$ cat src/rtl/tglmem_pkg.sv
package tglmem_pkg;

    localparam int CNT_W = 8;

    typedef enum logic [2:0] {
        S_IDLE,
        S_ARM,
        S_RD,
        S_WAIT,
        S_WRD,
        S_TOG,
        S_HOLD
    } tgl_state_e;

    function automatic logic [CNT_W-1:0] sat_inc(input logic [CNT_W-1:0] v);
        return (v == {CNT_W{1'b1}}) ? v : v + CNT_W'(1);
    endfunction

endpackage

$ cat src/rtl/tglmem_cs_qual.sv
module tglmem_cs_qual (
    input  logic clk,
    input  logic rst,
    input  logic cs,
    output logic cs_rise
);
    logic cs_q;

    always_ff @(posedge clk) begin
        if (rst) cs_q <= 1'b1;
        else     cs_q <= cs;
    end

    assign cs_rise = cs & ~cs_q;
endmodule

$ cat src/rtl/tglmem_guard.sv
module tglmem_guard (
    input  logic upper_half,
    input  logic nwi_lo,
    input  logic nwi_hi,
    output logic allow
);
    assign allow = upper_half ? nwi_hi : nwi_lo;
endmodule

$ cat src/rtl/tglmem_array.sv
module tglmem_array #(
    parameter int IDX_W = 6,
    parameter int DW    = 16
) (
    input  logic             clk,
    input  logic             rst,
    input  logic [IDX_W-1:0] rd_idx,
    output logic [DW-1:0]    rd_word,
    input  logic             tog_en,
    input  logic [IDX_W-1:0] tog_idx,
    input  logic [DW-1:0]    tog_mask
);
    localparam int DEPTH = 1 << IDX_W;

    logic [DW-1:0] cells [DEPTH];

    for (genvar w = 0; w < DEPTH; w++) begin : g_word
        always_ff @(posedge clk) begin
            if (rst)
                cells[w] <= '0;
            else if (tog_en && tog_idx == IDX_W'(w))
                cells[w] <= cells[w] ^ tog_mask;
        end
    end

    assign rd_word = cells[rd_idx];
endmodule

$ cat src/rtl/tglmem_ctrl.sv
module tglmem_ctrl
    import tglmem_pkg::*;
#(
    parameter int AW         = 16,
    parameter int DW         = 16,
    parameter int ARR_IDX_W  = 6,
    parameter int CS_MIN_CYC = 2,
    parameter int RD_CYC     = 3,
    parameter int WR_CYC     = 5
) (
    input  logic          clk,
    input  logic          rst,
    input  logic          cs,
    input  logic [AW-1:0] addr,
    input  logic          we,
    input  logic          oe,
    input  logic          commit,
    input  logic          nwi_lo,
    input  logic          nwi_hi,
    input  logic [DW-1:0] dq_in,
    output logic [DW-1:0] dq_out,
    output logic          dq_en,
    output logic          busy
);
    localparam logic [CNT_W-1:0] MIN_C = CNT_W'(CS_MIN_CYC);
    localparam logic [CNT_W-1:0] RD_C  = CNT_W'(RD_CYC);
    localparam logic [CNT_W-1:0] WR_C  = CNT_W'(WR_CYC);

    tgl_state_e           st;
    logic [AW-1:0]        cap_addr;
    logic                 cap_we;
    logic [CNT_W-1:0]     wcnt;
    logic [CNT_W-1:0]     ccnt;
    logic [DW-1:0]        wdata;
    logic [DW-1:0]        old_word;
    logic [DW-1:0]        rdata;
    logic                 rvalid;

    logic                 cs_rise;
    logic                 allow;
    logic [ARR_IDX_W-1:0] idx;
    logic [DW-1:0]        rd_word;
    logic                 tog_en;
    logic [DW-1:0]        tog_mask;
    logic [CNT_W-1:0]     cyc_len;

    tglmem_cs_qual u_csq (
        .clk     (clk),
        .rst     (rst),
        .cs      (cs),
        .cs_rise (cs_rise)
    );

    tglmem_guard u_guard (
        .upper_half (cap_addr[AW-1]),
        .nwi_lo     (nwi_lo),
        .nwi_hi     (nwi_hi),
        .allow      (allow)
    );

    assign idx      = {cap_addr[AW-1], cap_addr[ARR_IDX_W-2:0]};
    assign tog_en   = (st == S_TOG);
    assign tog_mask = old_word ^ wdata;
    assign cyc_len  = cap_we ? WR_C : RD_C;

    tglmem_array #(.IDX_W(ARR_IDX_W), .DW(DW)) u_arr (
        .clk      (clk),
        .rst      (rst),
        .rd_idx   (idx),
        .rd_word  (rd_word),
        .tog_en   (tog_en),
        .tog_idx  (idx),
        .tog_mask (tog_mask)
    );

    always_ff @(posedge clk) begin
        if (rst) begin
            st       <= S_IDLE;
            cap_addr <= '0;
            cap_we   <= 1'b0;
            wcnt     <= '0;
            ccnt     <= '0;
            wdata    <= '0;
            old_word <= '0;
            rdata    <= '0;
            rvalid   <= 1'b0;
        end else begin
            if (st != S_IDLE) ccnt <= sat_inc(ccnt);
            unique case (st)
                S_IDLE: begin
                    if (cs_rise) begin
                        cap_addr <= addr;
                        cap_we   <= we;
                        wcnt     <= CNT_W'(1);
                        ccnt     <= CNT_W'(1);
                        rvalid   <= 1'b0;
                        st       <= S_ARM;
                    end
                end
                S_ARM: begin
                    if (!cs)
                        st <= S_IDLE;
                    else if ((wcnt + CNT_W'(1)) >= MIN_C)
                        st <= cap_we ? S_WAIT : S_RD;
                    else
                        wcnt <= wcnt + CNT_W'(1);
                end
                S_RD: begin
                    rdata  <= rd_word;
                    rvalid <= 1'b1;
                    st     <= S_HOLD;
                end
                S_WAIT: begin
                    if (commit) begin
                        wdata <= dq_in;
                        st    <= allow ? S_WRD : S_HOLD;
                    end
                end
                S_WRD: begin
                    old_word <= rd_word;
                    st       <= S_TOG;
                end
                S_TOG: st <= S_HOLD;
                S_HOLD: begin
                    if (ccnt >= cyc_len) st <= S_IDLE;
                end
                default: st <= S_IDLE;
            endcase
        end
    end

    assign busy   = (st == S_RD) || (st == S_WAIT) || (st == S_WRD) || (st == S_TOG);
    assign dq_out = rdata;
    assign dq_en  = rvalid & oe;
endmodule

$ cat config.mk
export PLATFORM = sky130hd
export DESIGN_NAME = tglmem_ctrl
export DESIGN_NICKNAME = d
export VERILOG_FILES = /design/src/rtl/tglmem_pkg.sv /design/src/rtl/tglmem_cs_qual.sv /design/src/rtl/tglmem_guard.sv /design/src/rtl/tglmem_array.sv /design/src/rtl/tglmem_ctrl.sv
export SDC_FILE = /design/constraint.sdc
export NUM_CORES = 2
export LEC_CHECK = 0
export BUFFER_PORTS_ARGS = -buffer_cell sky130_fd_sc_hd__buf_2
export CORE_MARGIN = 1
export CORE_UTILIZATION = 35
export DETAILED_ROUTE_END_ITERATION = 7
export RECOVER_POWER = 25
export SYNTH_ARGS = -nofsm -noshare
export SYNTH_HDL_FRONTEND = slang
export SYNTH_HIERARCHICAL = 1
export SYNTH_SLANG_ARGS = --single-unit
export TNS_END_PERCENT = 50
$ cat constraint.sdc
create_clock -name clk -period 3.3 [get_ports clk]
set_input_delay 0 -clock clk [delete_from_list [all_inputs] [get_ports clk]]
set_output_delay 0 -clock clk [all_outputs]
set_load 0.005 [all_outputs]
Word level (Yosys, flattened, before mapping)

Memories as Yosys holds them, arrays and structs flattened. A register that Yosys moved wholly into a read port is not among the register bits.
Cells that the tools add are included.

Flip-flop bits (word level): 86
Memory bits (writable): 1024
Output and inout port bits: 18
Bits in read-only memories: 0
Memories: 1
Bits in latches: 0
Logic and storage cells: 581
Input bits: 40

Multiply operators: 0
Shift operators: 0
$add $sub $neg: 2
Reductions and logical operators: 78
Div/mod/pow operators: 0
$lt $le $gt $ge: 2
Bitwise logic cells: 132
Equal/unequal tests: 76
Muxes and demuxes: 280

Memories:

| name        | words | bits a word | read ports | clocked after Yosys merged registers in | write ports | RTL line           | text |
|---|---|---|---|---|---|---|---|
| u_arr.cells | 64    | 16          | 65         | 1                                       | 64          | tglmem_array.sv:15 | `logic [DW-1:0] cells [DEPTH];` |

Operators with widths:

| operator              | number |
|---|---|
| $xor A16 B16 Y16      | 65 |
| $mux W16              | 64 |
| $mux W1               | 197 |
| $eq A6 B6 Y1 const B  | 32 |
| $eq A6 B5 Y1 const B  | 16 |
| $logic_and A1 B1 Y1   | 64 |
| $or A1 B1 Y1          | 64 |
| $mux W8               | 7 |
| $eq A6 B4 Y1 const B  | 8 |
| $eq A6 B3 Y1 const B  | 4 |
| $mux W3               | 6 |
| $pmux W3 S6           | 1 |
| $add A8 B1 Y8 const B | 2 |
| $pmux W8 S2           | 1 |
| $eq A6 B2 Y1 const B  | 2 |
| $mux W6               | 2 |
| $ne A2 B2 Y1 const B  | 5 |
| $eq A3 B3 Y1 const B  | 3 |
| $eq A8 B8 Y1 const B  | 1 |
| $ge A8 B2 Y1 const B  | 1 |
| $ge A8 B3 Y1          | 1 |
| $reduce_and A4 Y1     | 2 |
| $eq A3 B2 Y1 const B  | 2 |
| $eq A6 B1 Y1 const B  | 1 |
| 13 further kinds      | 19 |

Longest topological paths before layout

Depth in word-level cells: 6
Depth in mapped cells: 11
Gate-level depth less buffers: 7

Hierarchy

Netlist, hierarchy kept.

By module, submodules not included:

| module         | instances | sequential area each (um2) | cells each | area an instance (um2) |
|---|---|---|---|---|
| tglmem_array   | 1         | 30749.5                    | 4141       | 53581.4 |
| tglmem_ctrl    | 1         | 1501.4                     | 385        | 3124.2 |
| tglmem_cs_qual | 1         | 20.0                       | 3          | 32.5 |
| tglmem_guard   | 1         | 0.0                        | 1          | 15.0 |

Worst setup path after synthesis

No wires, ideal clock.

Path type: reg-to-reg
Start: register cap_addr[0] (netlist name)
End: register old_word[13]
Required time: 3168 ps
Period minus slack after synthesis: 2420 ps
Data arrival time: 2288 ps
Slack: 880 ps
Path buffers: 3
Library setup time: 132 ps
Stages on the path, launching flop included: 10
Path through: dfxtp_1 buf_2 buf_4 buf_2 mux4_2 a221oi_1 o21ai_0 and3_1 nand2_1 a21oi_1

RTL lines:

| what                 | RTL line           | text |
|---|---|---|
| end signal, assigned | tglmem_ctrl.sv:120 | `old_word <= rd_word;` |
| end, declared        | tglmem_ctrl.sv:35  | `logic [DW-1:0] old_word;` |

==> results.txt <==
The tightest slew margin relative to the limit is 24.6%. The post-synth design cell area came out at 56,800 um2. By area the synthesized netlist is led by sky130_fd_sc_hd__edfxtp_1, sky130_fd_sc_hd__xnor2_1, sky130_fd_sc_hd__mux4_2, sky130_fd_sc_hd__nor2_1, sky130_fd_sc_hd__dfxtp_1. The setup-violating endpoint count in the final report came out at 0. CTS placed an instance of sky130_fd_sc_hd__clkbuf_16 at the clock tree root.

When the netlist entered floorplanning its net count stood at 4,575. The total of buffers placed on input and output ports came out at 47. For this run, asynchronously set or reset flops after synthesis account for 0%. TritonCTS built the clock tree. The global-route wire length before repair came out at 244,000 um. For the worst setup path, the data arrival time is 3.89 ns. The net total in the final layout is 4,780. Timing would allow up to 304 MHz. The clock-pin slew of the registers on the worst-case setup and hold paths is 0.06 ns.

The capture point of the worst reg-to-reg path is dq_out[5]$_SDFFE_PP0P_. The tool flagged a number of max-cap violations equal to 0. The full die area is 164,000 um2. The signed area change from the synthesized netlist to the final layout is 15.8%. The placer's final routability congestion estimate is 0.917. The leakage power summed over all cells is 20.5 nW.

The required time at the worst-slack endpoint is 3.90 ns. Using the TritonRoute via totals, the vias-per-cell ratio works out to 5.20. The number of clock buffers added by TritonCTS is 116. The critical path's slowest cell is sky130_fd_sc_hd__dfxtp_4.

The share of the clock period used by the worst path is 99.6%. The power per cell area is 492 nW/um2. The maximum vdd drop is 0.000458 V. The clock tree buffer depth came out at 3.

The number of placement rows came out at 147. Walking the worst path, the cells encountered are buf_4 -> mux4_2 -> o22ai_1 -> a211oi_1 -> buf_4 -> a211oi_1 -> nor4_1 -> nand2_1 -> a21oi_1. In this run, the number of DRC markers left after iteration 0 of detailed routing was 3,499. In the synthesized netlist the dominant register cell turns out to be sky130_fd_sc_hd__edfxtp_1.

The sum of negative setup slack is 0 ns. The terminating pin of the worst hold path is cap_we$_SDFFE_PP0P_. The number of synthesized flops with an enable pin came out at 1,024.

Averaged over all synthesized cells, the footprint is 12.5 um2. The synthesized design contains 1,100 register bits. The ratio of cells with drive above 1 in the final layout is 16.4%. The number of global-route vias before repair came out at 36.8k. The placed wire-length estimate after detailed placement came out at 102,000 um. The number of cells on the worst hold path came out at 4. In this run the biggest area consumer among cell types represents 54.2% of the synthesized area.

The combined global-route utilization of all metal layers is 20.0%. The flow ran to the end, and the final reports show no timing, DRC or antenna violations. In this run the most critical hold path is launched from we. After global routing the overflow that remains totals 0. The maximum fanout along the worst path is 20. The number of antenna violations at the first check in global routing is 0. The type of element launching the critical path is a flip-flop. The proportion of synthesized chip area in sequential cells came out at 56.9%. The total via count in the routed design came out at 36.4k. Across all register-to-register paths, the minimum setup slack is 0.01 ns. The count of endpoints failing hold in the final timing report is 0. The number of max-slew violations in the final report was 0. The setup slack of the critical path after layout came out at 0.0124 ns. The distinct cell type count after synthesis came out at 58. The depth of the CTS H-tree is 3.

The path class of the tightest hold or removal check is input pin to flip-flop. The largest net degree at the start of global routing came out at 65. The number of detailed-route iterations in the first pass is 6. The residual antenna-violating net count after detailed routing is 0. The synthesized design spends more area on one cell type than any other, namely sky130_fd_sc_hd__edfxtp_1. The final total power is 32.3 mW.

Counting cells, the worst reg-to-reg path comes to 9. The post-route DRC violation count came out at 0. The worst setup path is captured at a flip-flop. The worst register-to-register path begins at cap_addr[1]$_SDFFE_PP0P_. The number of ports placed on the die boundary is 58. The clock latency on the worst-skew pair came out at 0.75 ns.

Counting every instance in the synthesized netlist gives 4,530. The effective utilization at floorplan is 35.3%. The total number of yosys warnings is 6. The transition time at the pin with the least slew margin is 1.13 ns. The setup path with the least slack is of type flip-flop to flip-flop.

The worst clock skew came out at 0.0285 ns. The core region is 161,000 um2. The pre-CTS worst setup slack is 0.182 ns. The post-detailed-routing wire length came out at 164,000 um.

The width of the die came out at 405 um. The final critical-path required period came out at 3.29 ns. The floorplan die height came out at 405 um. The number of clock sinks seen by CTS is 1,100.

Setup repair after global routing left no endpoint under its margin. The largest incremental delay on the critical path is 0.65 ns. The number of fillers in the final layout is 15.1k.

Dividing the detail-routed wire length by the instance count gives 23.4 um.
==> synthesized netlist by cell type (all sizes together), types with 2 or more instances <==
cell / instances
nor4: 14
or2: 2
nand2b: 12
nor2: 1066
o22ai: 36
and2: 11
a21o: 64
nand4: 5
a221oi: 12
clkbuf: 215
mux4: 208
buf: 106
a31oi: 13
a311oi: 13
o21ai: 20
xnor2: 1027
nand3: 4
a221o: 4
mux2: 77
dfxtp: 76
a21oi: 78
inv: 5
nor3: 12
xor2: 23
and3b: 4
mux2i: 77
a211oi: 51
a22oi: 12
edfxtp: 1024
and3: 9
nor2b: 8
nand2: 223
ha: 5
==> through the flow <==
| stage | cells | util [%] | area (um2) | hold slack (ns) |
|---|---|---|---|---|
| final | 6999 | 40.9 | 65700 | 0.104 |
| after detailed placement | 6712 | 38.3 | 61500 | 0.249 |
| after floorplan | 4530 | - | 56800 | 0.0971 |
| after CTS | 6996 | 41.1 | 66000 | 0.0428 |
| after global routing | 6996 | 40.9 | 65700 | 0.0836 |
| after global placement | 6712 | 38.3 | 61500 | 0.245 |
==> power by group <==
group | internal (mW) | total, mW | switching [mW]
Combinational | 1.26 | 2.84 | 1.59
Clock | 7.69 | 13.4 | 5.73
Sequential | 15.7 | 16.0 | 0.370
Total | 24.6 | 32.3 | 7.68
==> worst max-delay path: cells and delay by family, from the launching register on <==
family	cells	cell delay [ns]
AOI/OAI and AO/OA	4	1.14
buffers and inverters	2	0.44
DFF	1	0.65
muxes	1	0.52
and+or+nand+nor	2	0.35
==> flip-flops by register name (all words and copies together) (netlist names) <==
signal       cells
u_csq/cs_q       1
old_word        16
cap_addr         6
st               3
wdata           16
rvalid           1
dq_out          16
ccnt             8
u_arr/cells   1024
cap_we           1
wcnt             8
==> cell type report <==
cell class | instances | area, um2 | share of cell area, %
Antenna cell | 3 | 7.51 | 0.0114
Clock buffer | 151 | 3160 | 4.81
Timing Repair Buffer | 408 | 3480 | 5.29
Tap cell | 2160 | 2700 | 4.11
Clock inverter | 68 | 689 | 1.05
Sequential cell | 1100 | 32300 | 49.1
Inverter | 6 | 22.5 | 0.0343
Multi-Input combinational cell | 3103 | 23400 | 35.6
==> worst max-delay path by stage <==
stage                           endpoint  cells after the start                     start  slack (ns)
2_1_floorplan  old_word[13]$_SDFFE_PP0P_                      9  cap_addr[0]$_SDFFE_PP0P_        0.88
3_5_place_dp     dq_out[11]$_SDFFE_PP0P_                      8  cap_addr[0]$_SDFFE_PP0P_        0.18
4_1_cts        old_word[12]$_SDFFE_PP0P_                     10  cap_addr[2]$_SDFFE_PP0P_        0.15
5_1_grt         old_word[3]$_SDFFE_PP0P_                     10  cap_addr[2]$_SDFFE_PP0P_       0.003
6_report          dq_out[5]$_SDFFE_PP0P_                      9  cap_addr[1]$_SDFFE_PP0P_        0.01
3_3_place_gp    old_word[5]$_SDFFE_PP0P_                      8  cap_addr[0]$_SDFFE_PP0P_        0.19
==> placed cells by master (no fill, tap or decap), drive strengths merged, types with 20 or more instances in the layout <==
master	synthesis	final
nor2	1066	1066
xnor2	1027	1027
edfxtp	1024	1024
buf	106	283
nand2	223	223
clkbuf	215	211
mux4	208	208
a21oi	78	78
mux2i	77	77
mux2	77	77
dfxtp	76	76
dlygate4sd3	0	65
a21o	64	64
clkinv	1	53
a211oi	51	51
o22ai	36	36
xor2	23	23
o21ai	20	20
==> logic make-up after synthesis <==
family,synth area share (%)
compound gates,3.69
simple gates,9.57
xor+xnor,16.2
buf+inv,2.42
mux,11.1
fa+ha+maj,0.110
flops,56.9
==> metal layers <==
metal	global-route usage (%)	routed length [um]	vias to the layer above	share of wire (%)
li1	-	-	16233	-
met2	32.1	77000	1439	47
met3	3.21	12600	304	7.7
met1	27.1	68200	18442	42
met5	0	0	-	0
met4	7.29	6310	0	3.8
==> repair_timing <==
action / 4_1_cts / 5_1_grt
hold buffers: 65 / 0
setup buffers: 0 / 0
hold endpoints to repair: 89 / 0
gates resized for setup: 0 / 0
(Power assumes the default switching activity.)
